### config.mk
export PLATFORM = sky130hd
export DESIGN_NAME = wdog_keyed
export DESIGN_NICKNAME = d
export VERILOG_FILES = /design/src/rtl/wdog_pkg.sv /design/src/rtl/wdog_dp.sv /design/src/rtl/wdog_ctrl.sv /design/src/rtl/wdog_keyed.sv
export SDC_FILE = /design/constraint.sdc
export NUM_CORES = 1
export LEC_CHECK = 0
export BUFFER_PORTS_ARGS = -buffer_cell sky130_fd_sc_hd__buf_2
export CORE_MARGIN = 10
export CORE_UTILIZATION = 40
export DETAILED_ROUTE_END_ITERATION = 10
export GPL_ROUTABILITY_DRIVEN = 0
export GPL_TIMING_DRIVEN = 0
export HOLD_SLACK_MARGIN = 0.12
export PLACE_DENSITY_LB_ADDON = 0.05
export SETUP_SLACK_MARGIN = 0.1
export SYNTH_ARGS = -nofsm -noshare
export SYNTH_HDL_FRONTEND = slang
export SYNTH_SLANG_ARGS = --single-unit
export TNS_END_PERCENT = 100
### constraint.sdc
create_clock -name clk -period 7.1 [get_ports clk]
set_input_delay 1.42 -clock clk [delete_from_list [all_inputs] [get_ports clk]]
set_output_delay 1.42 -clock clk [all_outputs]
set_load 0.03 [all_outputs]
### src/rtl/wdog_pkg.sv
package wdog_pkg;
  // Largest extra divide is 2^6 = 64.
  localparam int MAX_EXTRA_LOG2 = 6;

  typedef struct packed {
    logic       holdZero;
    logic       svcClear;
    logic [2:0] preSel;
  } dpCtl_t;

  // Prescale code to log2 of the extra divide; codes 0 and 1 both mean /1.
  function automatic logic [2:0] extraLog2(input logic [2:0] sel);
    return (sel == 3'd0) ? 3'd0 : sel - 3'd1;
  endfunction
endpackage

### src/rtl/wdog_dp.sv
module wdog_dp
  import wdog_pkg::*;
#(
  parameter int DIV_LOG2 = 9,
  parameter int CNT_W    = 8
) (
  input  logic   clk,
  input  logic   rstN,
  input  dpCtl_t dpCtl,
  output logic   ovfTick
);
  localparam int PRE_W = DIV_LOG2 + MAX_EXTRA_LOG2;

  logic [PRE_W-1:0] prescQ;
  logic [PRE_W-1:0] tickMask;
  logic [CNT_W-1:0] cntQ;
  logic             tick;

  // The low DIV_LOG2+k bits all set marks one counting-clock period.
  assign tickMask = {PRE_W{1'b1}} >> (3'(MAX_EXTRA_LOG2) - extraLog2(dpCtl.preSel));
  assign tick     = ((prescQ & tickMask) == tickMask);
  assign ovfTick  = !dpCtl.holdZero && !dpCtl.svcClear && tick && (cntQ == {CNT_W{1'b1}});

  always_ff @(posedge clk or negedge rstN) begin
    if (!rstN) begin
      prescQ <= '0;
      cntQ   <= '0;
    end else if (dpCtl.holdZero) begin
      prescQ <= '0;
      cntQ   <= '0;
    end else begin
      prescQ <= prescQ + PRE_W'(1);
      if (dpCtl.svcClear)
        cntQ <= '0;
      else if (tick)
        cntQ <= cntQ + CNT_W'(1);
    end
  end

  // a service clear empties the counter whatever the tick does.
  assert_svc_clears_R8: assert property (@(posedge clk) disable iff (!rstN)
    (dpCtl.svcClear && !dpCtl.holdZero) |=> (cntQ == '0));

  // the counter moves only on a counting-clock tick.
  assert_count_step_R5: assert property (@(posedge clk) disable iff (!rstN)
    (!dpCtl.holdZero && !dpCtl.svcClear && !tick) |=> $stable(cntQ));
endmodule

### src/rtl/wdog_ctrl.sv
module wdog_ctrl
  import wdog_pkg::*;
#(
  parameter int          PULSE_LEN  = 512,
  parameter logic [2:0]  CHECK_CODE = 3'b101,
  parameter logic [7:0]  KEY_ARM    = 8'h55,
  parameter logic [7:0]  KEY_FIRE   = 8'hAA
) (
  input  logic        clk,
  input  logic        rstN,
  input  logic        overrideEn,
  input  logic        ctlWrEn,
  input  logic [7:0]  ctlWrData,
  input  logic        keyWrEn,
  input  logic [7:0]  keyWrData,
  input  logic        ovfTick,
  output dpCtl_t      dpCtl,
  output logic [15:0] ctlRdData,
  output logic        wdRstOut
);
  localparam int PW = $clog2(PULSE_LEN + 1);

  logic          flagQ, disQ, activeQ, armedQ;
  logic [2:0]    preQ;
  logic [PW-1:0] pcntQ;
  logic          checkOk, goodWr, badWr, startPulse, svcHit;

  assign checkOk    = (ctlWrData[5:3] == CHECK_CODE);
  assign goodWr     = ctlWrEn && checkOk && !activeQ;
  assign badWr      = ctlWrEn && !checkOk && !activeQ;
  assign startPulse = badWr || ovfTick;
  assign svcHit     = keyWrEn && armedQ && (keyWrData == KEY_FIRE) && !activeQ;

  always_ff @(posedge clk or negedge rstN) begin
    if (!rstN) begin
      flagQ   <= 1'b0;
      disQ    <= 1'b0;
      preQ    <= 3'd0;
      armedQ  <= 1'b0;
      activeQ <= 1'b0;
      pcntQ   <= '0;
    end else if (activeQ) begin
      // The block's own request acts as a device reset.
      disQ   <= 1'b0;
      preQ   <= 3'd0;
      armedQ <= 1'b0;
      pcntQ  <= pcntQ + PW'(1);
      if (pcntQ == PW'(PULSE_LEN - 1))
        activeQ <= 1'b0;
    end else if (startPulse) begin
      activeQ <= 1'b1;
      pcntQ   <= '0;
      flagQ   <= 1'b1;
      disQ    <= 1'b0;
      preQ    <= 3'd0;
      armedQ  <= 1'b0;
    end else begin
      if (goodWr) begin
        preQ <= ctlWrData[2:0];
        if (overrideEn)
          disQ <= ctlWrData[6];
        if (ctlWrData[7])
          flagQ <= 1'b0;
      end
      if (keyWrEn)
        armedQ <= (keyWrData == KEY_ARM);
    end
  end

  assign wdRstOut       = activeQ;
  assign ctlRdData      = {8'h00, flagQ, disQ, 3'b000, preQ};
  assign dpCtl.holdZero = disQ || activeQ;
  assign dpCtl.svcClear = svcHit;
  assign dpCtl.preSel   = preQ;

  // a write with a wrong check field raises the request at once.
  assert_bad_check_R2: assert property (@(posedge clk) disable iff (!rstN)
    (ctlWrEn && (ctlWrData[5:3] != CHECK_CODE) && !wdRstOut) |=> wdRstOut);

  // without override the disable bit cannot be written.
  assert_dis_locked_R3: assert property (@(posedge clk) disable iff (!rstN)
    (!overrideEn && !activeQ && !startPulse) |=> $stable(disQ));

  // no overflow reaches the control side while disabled.
  assert_quiet_when_off_R4: assert property (@(posedge clk) disable iff (!rstN)
    disQ |-> !ovfTick);

  // the status flag is set as the request rises.
  assert_flag_on_rise_R7: assert property (@(posedge clk) disable iff (!rstN)
    $rose(wdRstOut) |-> ctlRdData[7]);

  // the watchdog comes back enabled after its own reset.
  assert_enabled_after_R7: assert property (@(posedge clk) disable iff (!rstN)
    $fell(wdRstOut) |-> (ctlRdData[6] == 1'b0));
endmodule

### src/rtl/wdog_keyed.sv
module wdog_keyed
  import wdog_pkg::*;
#(
  parameter int DIV_LOG2  = 9,
  parameter int CNT_W     = 8,
  parameter int PULSE_LEN = 512
) (
  input  logic        clk,
  input  logic        rstN,
  input  logic        overrideEn,
  input  logic        ctlWrEn,
  input  logic [7:0]  ctlWrData,
  input  logic        keyWrEn,
  input  logic [7:0]  keyWrData,
  output logic [15:0] ctlRdData,
  output logic        wdRstOut
);
  dpCtl_t dpCtl;
  logic   ovfTick;

  wdog_ctrl #(
    .PULSE_LEN (PULSE_LEN)
  ) uCtrl (
    .clk        (clk),
    .rstN       (rstN),
    .overrideEn (overrideEn),
    .ctlWrEn    (ctlWrEn),
    .ctlWrData  (ctlWrData),
    .keyWrEn    (keyWrEn),
    .keyWrData  (keyWrData),
    .ovfTick    (ovfTick),
    .dpCtl      (dpCtl),
    .ctlRdData  (ctlRdData),
    .wdRstOut   (wdRstOut)
  );

  wdog_dp #(
    .DIV_LOG2 (DIV_LOG2),
    .CNT_W    (CNT_W)
  ) uDp (
    .clk     (clk),
    .rstN    (rstN),
    .dpCtl   (dpCtl),
    .ovfTick (ovfTick)
  );
endmodule

After elaboration in Yosys (flattened, before gate mapping)
Index checks and enable logic that the tools add are counted.
{"block": "classes", "muxes": 23, "div": 0, "add_sub_neg": 5, "n_reduce_logical": 26, "n_lt_le_gt_ge": 0, "shift": 1, "n_eq_ne": 6, "multipliers": 0, "bitwise_logic": 2}
{"op": "8-bit two-way mux", "count": 3}
{"op": "10-bit two-way mux", "count": 2}
{"op": "8-bit equality test, second input constant", "count": 2}
{"op": "15-bit by 1-bit adder with 15-bit output, second input constant", "count": 1}
{"op": "15-bit AND", "count": 1}
{"op": "15-bit equality test", "count": 1}
{"op": "15-bit two-way mux", "count": 1}
{"op": "15-bit by 3-bit >> shifter with 15-bit output, first input constant", "count": 1}
{"op": "1-bit two-way mux", "count": 13}
{"op": "3-bit two-way mux", "count": 4}
{"op": "3-bit nonzero test", "count": 4}
{"op": "10-bit by 1-bit adder with 10-bit output, second input constant", "count": 1}
{"op": "10-bit by 9-bit equality test with 1-bit output, second input constant", "count": 1}
{"op": "1-bit logical AND", "count": 10}
{"op": "8-bit by 1-bit adder with 8-bit output, second input constant", "count": 1}
{"op": "8-bit by 7-bit equality test with 1-bit output, second input constant", "count": 1}
{"op": "2-bit nonzero test", "count": 3}
{"op": "1-bit zero test", "count": 4}
{"op": "3-bit equality test, second input constant", "count": 1}
{"op": "3-bit zero test", "count": 1}
{"op": "3-bit AND reduction", "count": 1}
{"op": "3-bit by 1-bit subtractor with 3-bit output, second input constant", "count": 1}
{"op": "3-bit subtractor, first input constant", "count": 1}
{"op": "1-bit logical OR", "count": 2}
{"op": "other kinds (2)", "count": 2}
{"block": "totals", "in_bits": 21, "ff_bits": 40, "latch_bits": 0, "rom_bits": 0, "ramBits": 0, "wordCells": 71, "mem_count": 0, "output_inout_bits": 17}

Longest topological paths before layout
Gate-level depths: netlist of run 1.
{"block": "logic_depth", "ltp_word": 11, "mapped_depth": 13}

Hierarchy
Synthesis of run 1 repeated with hierarchy kept, for this count alone.
{"block": "hier_totals", "hier_cells": 243, "hier_area_um2": 2439.8}
{"module": "wdog_dp", "seq_area_each_um2": 575.6, "cells_each": 137, "n_inst": 1, "area_per_inst_um2": 1407.6}
{"module": "wdog_ctrl", "seq_area_each_um2": 425.4, "cells_each": 106, "n_inst": 1, "area_per_inst_um2": 1032.2}

Least setup slack after synthesis of run 1
OpenSTA, ideal clock, no wires.
{"block": "synth_timing", "path_type": "input-to-reg", "from": "in keyWrData[4]", "to": "reg uCtrl.pcntQ[2]", "path_stages": 6, "setup_ps": 121, "slack_ps": 4137, "t_required_ps": 6979, "arrival_ps": 2842, "cell_sequence": "nand4bb_1 > nor4_1 > or4b_2 > o211a_1 > buf_2 > a22o_1"}
{"block": "synth_via", "elab_chain_cells": 9}
{"element": "start: declaration", "line": "wdog_keyed.sv:14", "text": "input logic [7:0] keyWrData,"}
{"element": "8-bit equality test", "line": "wdog_ctrl.sv:32", "text": "assign svcHit = keyWrEn && armedQ && (keyWrData == KEY_FIRE) && !activeQ;"}
{"element": "1-bit logical AND (2 in a row)", "line": "wdog_ctrl.sv:32"}
{"element": "1-bit zero test", "line": "wdog_dp.sv:22", "text": "assign ovfTick = !dpCtl.holdZero && !dpCtl.svcClear && tick && (cntQ == {CNT_W{1'b1}});"}
{"element": "1-bit logical AND (3 in a row)", "line": "wdog_dp.sv:22"}
{"element": "1-bit logical OR", "line": "wdog_ctrl.sv:31", "text": "assign startPulse = badWr || ovfTick;"}
{"element": "2-bit nonzero test (no line)"}
{"element": "end signal: assignment", "line": "wdog_ctrl.sv:47", "text": "pcntQ <= pcntQ + PW'(1);"}
{"element": "end: declaration", "line": "wdog_ctrl.sv:25", "text": "logic [PW-1:0] pcntQ;"}
No other way between the ends.
A chain may end at the register's enable or synchronous reset.

Worst setup path in the final report of run 1
{"block": "layout_timing", "from": "reg uCtrl.preQ[1]", "to": "reg uCtrl.pcntQ[9]"}
{"block": "layout_via", "elab_chain_cells": 10}
{"element": "start: declaration", "line": "wdog_ctrl.sv:24", "text": "logic [2:0] preQ;"}
{"element": "start signal: assignment", "line": "wdog_ctrl.sv:59", "text": "preQ <= ctlWrData[2:0];"}
{"element": "3-bit by 1-bit subtractor with 3-bit output / 3-bit zero test (equally long branches)", "line": "wdog_pkg.sv:13", "text": "return (sel == 3'd0) ? 3'd0 : sel - 3'd1;"}
{"element": "3-bit two-way mux (*)", "line": "wdog_pkg.sv:13"}
{"element": "3-bit subtractor (*)", "line": "wdog_dp.sv:20", "text": "assign tickMask = {PRE_W{1'b1}} >> (3'(MAX_EXTRA_LOG2) - extraLog2(dpCtl.preSel));"}
{"element": "15-bit by 3-bit >> shifter with 15-bit output (*)", "line": "wdog_dp.sv:20"}
{"element": "15-bit AND", "line": "wdog_dp.sv:21", "text": "assign tick = ((prescQ & tickMask) == tickMask);"}
{"element": "15-bit equality test (*)", "line": "wdog_dp.sv:21"}
{"element": "1-bit logical AND (*) (2 in a row)", "line": "wdog_dp.sv:22"}
{"element": "1-bit logical OR (*)", "line": "wdog_ctrl.sv:31"}
{"element": "2-bit nonzero test (no line) (*)"}
Mark *: on every way between the ends. The rest lies on a longest branch, timed or not.

==> flow_summary.toml, run 1 <==
[floorplan]
die_x_um = 94.7
chipHeight_um = 94.7
coreArea_mm2 = 0.00547
rows = 27
die_area_mm2 = 0.00896
start_util = 0.408
io_pins = 38

[sta]
hold_violations = 0
tns_ps = 0
tightest_slew_ps = 930
max_freq_ghz = 0.339
slew_viol_final = 0
rsz0062_at_grt = "false"
finClkSkew_ps = 6.16
post-route-period-util = 0.415
max_slew_margin = 0.380
period_needed_ps = 2950
finalSetupViolCount = 0

[worst_setup_path]
worstPathRequired_ps = 7260
cp_max_fo = 10
reg2regPathDepth = 13
cp-start-kind = "flip-flop"
worstPathArrival_ps = 3100
worstSetupEndpointType = "flip-flop"
path_class = "flip-flop to flip-flop"

[worst_hold_path]
hold_class = "flip-flop to flip-flop"
hold_path_depth = 1

[global_route]
grt-ovfl-total = 0
grt_max_degree = 41
grt_pass1_vias = 1739
track_usage = 0.110
grt_pass1_wl_um = 8030
antenna_found_initial = 0

[placed_design]
dp.cells = 341
port_buffers = 26
dp.final_hpwl_um = 3390
place_area_mm2 = 0.00249

[synthesis]
async_flop_share = 1.00
synthDistinctLibCells = 44
synthFlopType = "dfrtp_1"
ys_seq_area_frac = 0.449
synth_fa_ha_area_frac = 0.0393
synth_top_cell_area_share = 0.449
yosysWarnings = 0
synth-xor-area-share = 0.0746
synth_compound_area_frac = 0.110
yosysTopAreaCell = "dfrtp_1"
synthesis.area_mm2 = 0.00223
synth_top_family_by_area = "simple AND/OR/NAND/NOR gates"
synthSimpleGateAreaFrac = 0.247
synth-seq-cells = 40
synth_edf_count = 0
netlist_top_cells_area = "dfrtp_1 45%, xor2_1 5.1%, buf_4 4.4%"
synthMuxAreaShare = 0.00953
syn_avg_cell_area_um2 = 9.57
synth_cells = 233

[clocking]
cts_resized = 0
post_cts_buffers = 0
clk_latency_ps = 290
htree_levels = 2
clock_sinks = 40
cts_inserted_buffers = 5
clockBufferDepth = 2
clock-root-buffer = "clkbuf_8"
path_clk_slew_ps = 80
cts_hold_buffers = 0
cts_tree = "done"

[cells_and_area]
fin_cells = 348
finalInstanceArea_mm2 = 0.00257
layout-drive-gt1-share = 0.192
fin_nets = 304
final_core_util = 0.469
antennaDiodeCount = 0
synthToLayoutAreaGrowth_pct = 15.0

[status]
status = "complete, no violations"

[route]
final_antenna_net_count = 0
routed_wl_um = 4620
routed_via_density = 4.95
drtIter0Drc = 43
drc = 0
via_count = 1721
drtPass1Iterations = 4
wl_per_cell_um = 13.3

[pwr]
p_per_area_mw_per_mm2 = 156
p_leak_nw = 1.16
power.total_w = 0.000401
vdd_drop_max_uv = 64.8

[run]
max_cap_violations = 0
layout by cell type (no fill, tap or decap), types with 5 or more instances in the layout:
cell,instances
or3_1,8
dfrtp_1,40
a21oi_1,12
inv_1,6
nand2_1,10
clkbuf_8,5
conb_1,11
xor2_1,13
ha_1,7
nand2b_1,5
buf_4,13
buf_2,29
nor2b_1,6
nor2_1,24
a22o_1,8
xnor2_1,6
clkbuf_1,5
nand3_1,19
o21ai_0,9
cells by family (layout without fill, tap and decap cells):
logic type                 Yosys count  count (layout)
AOI/OAI and AO/OA                   38              38
xor gates and xnor gates            19              19
adders and majority gates            7               7
buffers and inverters               27              60
DFF                                 40              40
muxes                                2               2
other                                1              11
and+or+nand+nor                     99              99
area by class of cell:
type / instances / area (um2)
clock inverter: 1 / 5.00
clock buffer: 6 / 72.6
buffer: 21 / 131
inverter: 6 / 22.5
multi-input combinational: 176 / 1110
sequential: 40 / 1000
tap: 72 / 90.1
timing repair buffer: 26 / 130
fill: 548 / 2910
routing by layer:
layer	share of wire	global-route usage	wire length [um]	vias up
li1	-	-	-	879
met1	0.46	0.130	2110	812
met2	0.49	0.185	2270	25
met3	0.039	0.0341	182	5
met4	0.013	0.0337	61	0
met5	0	0	0	-
metrics by stage:
stage	hold WS (ps)	setup slack [ps]
3_5_place_dp	454	3930
4_1_cts	465	4080
3_3_place_gp	450	3930
6_report	462	4150
5_1_grt	491	3900
2_1_floorplan	433	4140
worst paths after layout:
path | slack (ps) | startpoint | endpoint
max in group asynchronous | 5260 | rstN | uCtrl.pcntQ[7]
hold / removal | 460 | uDp.prescQ[0] | uDp.prescQ[0]
hold reg to reg | 460 | uDp.prescQ[0] | uDp.prescQ[0]
setup / recovery | 4150 | uCtrl.preQ[1] | uCtrl.pcntQ[9]
min in group asynchronous | 1270 | rstN | uDp.prescQ[5]
setup reg to reg | 4150 | uCtrl.preQ[1] | uCtrl.pcntQ[9]
synth_stat cells, types with 2 or more instances:
cell      instances
a211oi_1          2
a21oi_1          12
a22o_1            8
and2_1            2
and3_1            4
buf_2             3
buf_4            13
clkbuf_1          4
dfrtp_1          40
ha_1              7
inv_1             6
nand2_1          10
nand2b_1          5
nand3_1          19
nand4_1           4
nor2_1           24
nor2b_1           6
nor3_1            4
nor4_1            2
nor4bb_1          2
o21ai_0           9
or3_1             8
xnor2_1           6
xor2_1           13
state kept, by name, indices dropped and copies added, names as in the netlist:
register,cells
uDp.prescQ,15
uCtrl.pcntQ,10
uDp.cntQ,8
uCtrl.preQ,3
uCtrl.armedQ,1
uCtrl.disQ,1
uCtrl.flagQ,1
uCtrl.wdRstOut,1
critical path: stages (launching register included):
cell	delay, ps
dfrtp_1	430
nor2_1	150
nand2_1	70
nand2_1	80
ha_1	170
inv_1	50
ha_1	290
nor2b_1	140
a211oi_1	50
or4b_1	530
buf_2	180
buf_2	190
nor2_1	370
o22ai_1	110
power by group:
part	internal, W	switching, W	leakage (nW)
combinational	0.0000103	0.0000175	0.588
clock	0.0000669	0.0000779	0.0410
sequential	0.000228	0.000000173	0.532
total	0.000305	0.0000955	1.16
(Power assumes the default switching activity.)
==> run 2: changes to the inputs <==
- clock period: 7.1 -> 3.05 ns (I/O delays scaled with it)
==> flow_summary.toml, run 2 (synthesized netlist as in run 1, its figures left out) <==
[status]
status = "complete, no violations"

[cells_and_area]
largest-register = "uDp.prescQ"
fin_cells = 351
fin_nets = 307
top_regs = "uDp.prescQ (15), uCtrl.pcntQ (10), uDp.cntQ (8)"
largest_register_ffs = 15
regArea_mm2 = 0.00100
final_cell_mix = "40 x dfrtp_1, 26 x buf_2, 22 x nor2_1"
final_core_util = 0.481
finalInstanceArea_mm2 = 0.00263
multiInputGateArea_mm2 = 0.00114
synthToLayoutAreaGrowth_pct = 18.1
nFillCells = 540
antennaDiodeCount = 0
layout-drive-gt1-share = 0.222
final_common_cell = "dfrtp_1"

[worst_setup_path]
cp-startpoint = "uCtrl.preQ[0]"
path_class = "flip-flop to flip-flop"
critical_path.slowest_cell = "or4b_1"
worstSetupEndpointType = "flip-flop"
cp_max_fo = 10
worstPathRequired_ps = 3230
cp-start-kind = "flip-flop"
reg2reg_from = "uCtrl.preQ[0]"
path_cells = "nor2_2 -> nand2_1 -> nand2_2 -> ha_2 -> inv_1 -> ha_4 -> nor2b_4 -> a211oi_1 -> or4b_1 -> buf_6 -> o211a_1 -> buf_6 -> a22o_1"
worstPathArrival_ps = 3010
cpPeakStageDelay_ps = 570
timing.critical_path.mode_cell = "buf_6"

[placed_design]
place_area_mm2 = 0.00249
dpl_worst_slack_ps = 47.4
port_buffers = 26
dp.cells = 341
dp.final_hpwl_um = 3390

[clocking]
cts_tree = "done"
cts_inserted_buffers = 5
clock_sinks = 40
clk_latency_ps = 290
clock-root-buffer = "clkbuf_8"
path_clk_slew_ps = 80
clockBufferDepth = 2
htree_levels = 2
cts_hold_buffers = 0

[global_route]
grt-ovfl-total = 0
track_usage = 0.110
grt_pass1_wl_um = 8070
antenna_found_initial = 0
grt_max_degree = 41
grt_pass1_vias = 1747

[route]
wl_per_cell_um = 13.4
routed_wl_um = 4690
final_antenna_net_count = 0
drc = 0
drtPass1Iterations = 4
routed_via_density = 4.92
drtIter0Drc = 42
via_count = 1727

[pwr]
p_per_area_mw_per_mm2 = 354
vdd_drop_max_uv = 151
p_leak_nw = 1.19

[floorplan]
io_pins = 38
die_x_um = 94.7
chipHeight_um = 94.7
die_area_mm2 = 0.00896
rows = 27
coreArea_mm2 = 0.00547
start_util = 0.408

[sta]
period_needed_ps = 2830
rsz0062_at_grt = "true"
layout_setup_ws_ps = 220
hold_violations = 0
post-route-period-util = 0.928
finClkSkew_ps = 5.01
finalSetupViolCount = 0
tns_ps = 0
max_slew_margin = 0.386
max_freq_ghz = 0.353
slew_viol_final = 0
tightest_slew_ps = 922

[run]
max_cap_violations = 0

[worst_hold_path]
hold_class = "input port to async pin"
-- run 2: layer usage --
metal  global-route usage  up-vias  share of wire
met5                    0        -              0
met4               0.0337        0          0.013
met3               0.0341        5          0.041
met2                0.185       27           0.49
met1                0.132      812           0.45
li1                     -      883              -
-- run 2: final timing paths --
kind | to | slack, ps | depth (start not counted)
max in group asynchronous | uCtrl.pcntQ[7] | 2030 | 1
worst min-delay path | uDp.prescQ[5] | 450 | 1
worst max-delay path | uCtrl.pcntQ[7] | 220 | 13
min in group clk | uDp.prescQ[0] | 460 | 1
worst min register to register | uDp.prescQ[0] | 460 | 1
worst max register to register | uCtrl.pcntQ[7] | 220 | 13
-- run 2: critical path, delay by kind of cell, from the launching register on --
family	cells	cell delay (ps)
compound gates	3	500
simple gates	5	970
fa+ha+maj	2	440
flops	1	440
buf+inv	3	360
-- run 2: area by class of cell --
cell class | instances | share of cell area
Multi-Input combinational cell | 176 | 0.434
Sequential cell | 40 | 0.380
Timing Repair Buffer | 29 | 0.0580
Buffer | 21 | 0.0556
Tap cell | 72 | 0.0342
Clock buffer | 6 | 0.0276
Inverter | 6 | 0.00855
Clock inverter | 1 | 0.00190
-- run 2: where the power goes --
group           total, W  switching, W  leakage (nW)  internal, W
combinational  0.0000645     0.0000406         0.619    0.0000239
sequential      0.000531   0.000000401         0.532     0.000531
clock           0.000338      0.000182        0.0410     0.000156
-- run 2: repair_timing --
action                                  in CTS  in global routing
setup buffers                                1                  2
pin swaps                                    0                  3
gates resized for setup                      1                 12
endpoints found under the setup margin       9                 18
endpoints found under the hold margin        0                  0
-- run 2: metrics by stage --
step                      power [W]  hold slack (ps)
final                      0.000933              453
after global routing       0.000975              491
after CTS                  0.000946              465
after detailed placement   0.000607              454
after global placement     0.000606              450
after floorplan            0.000579              314
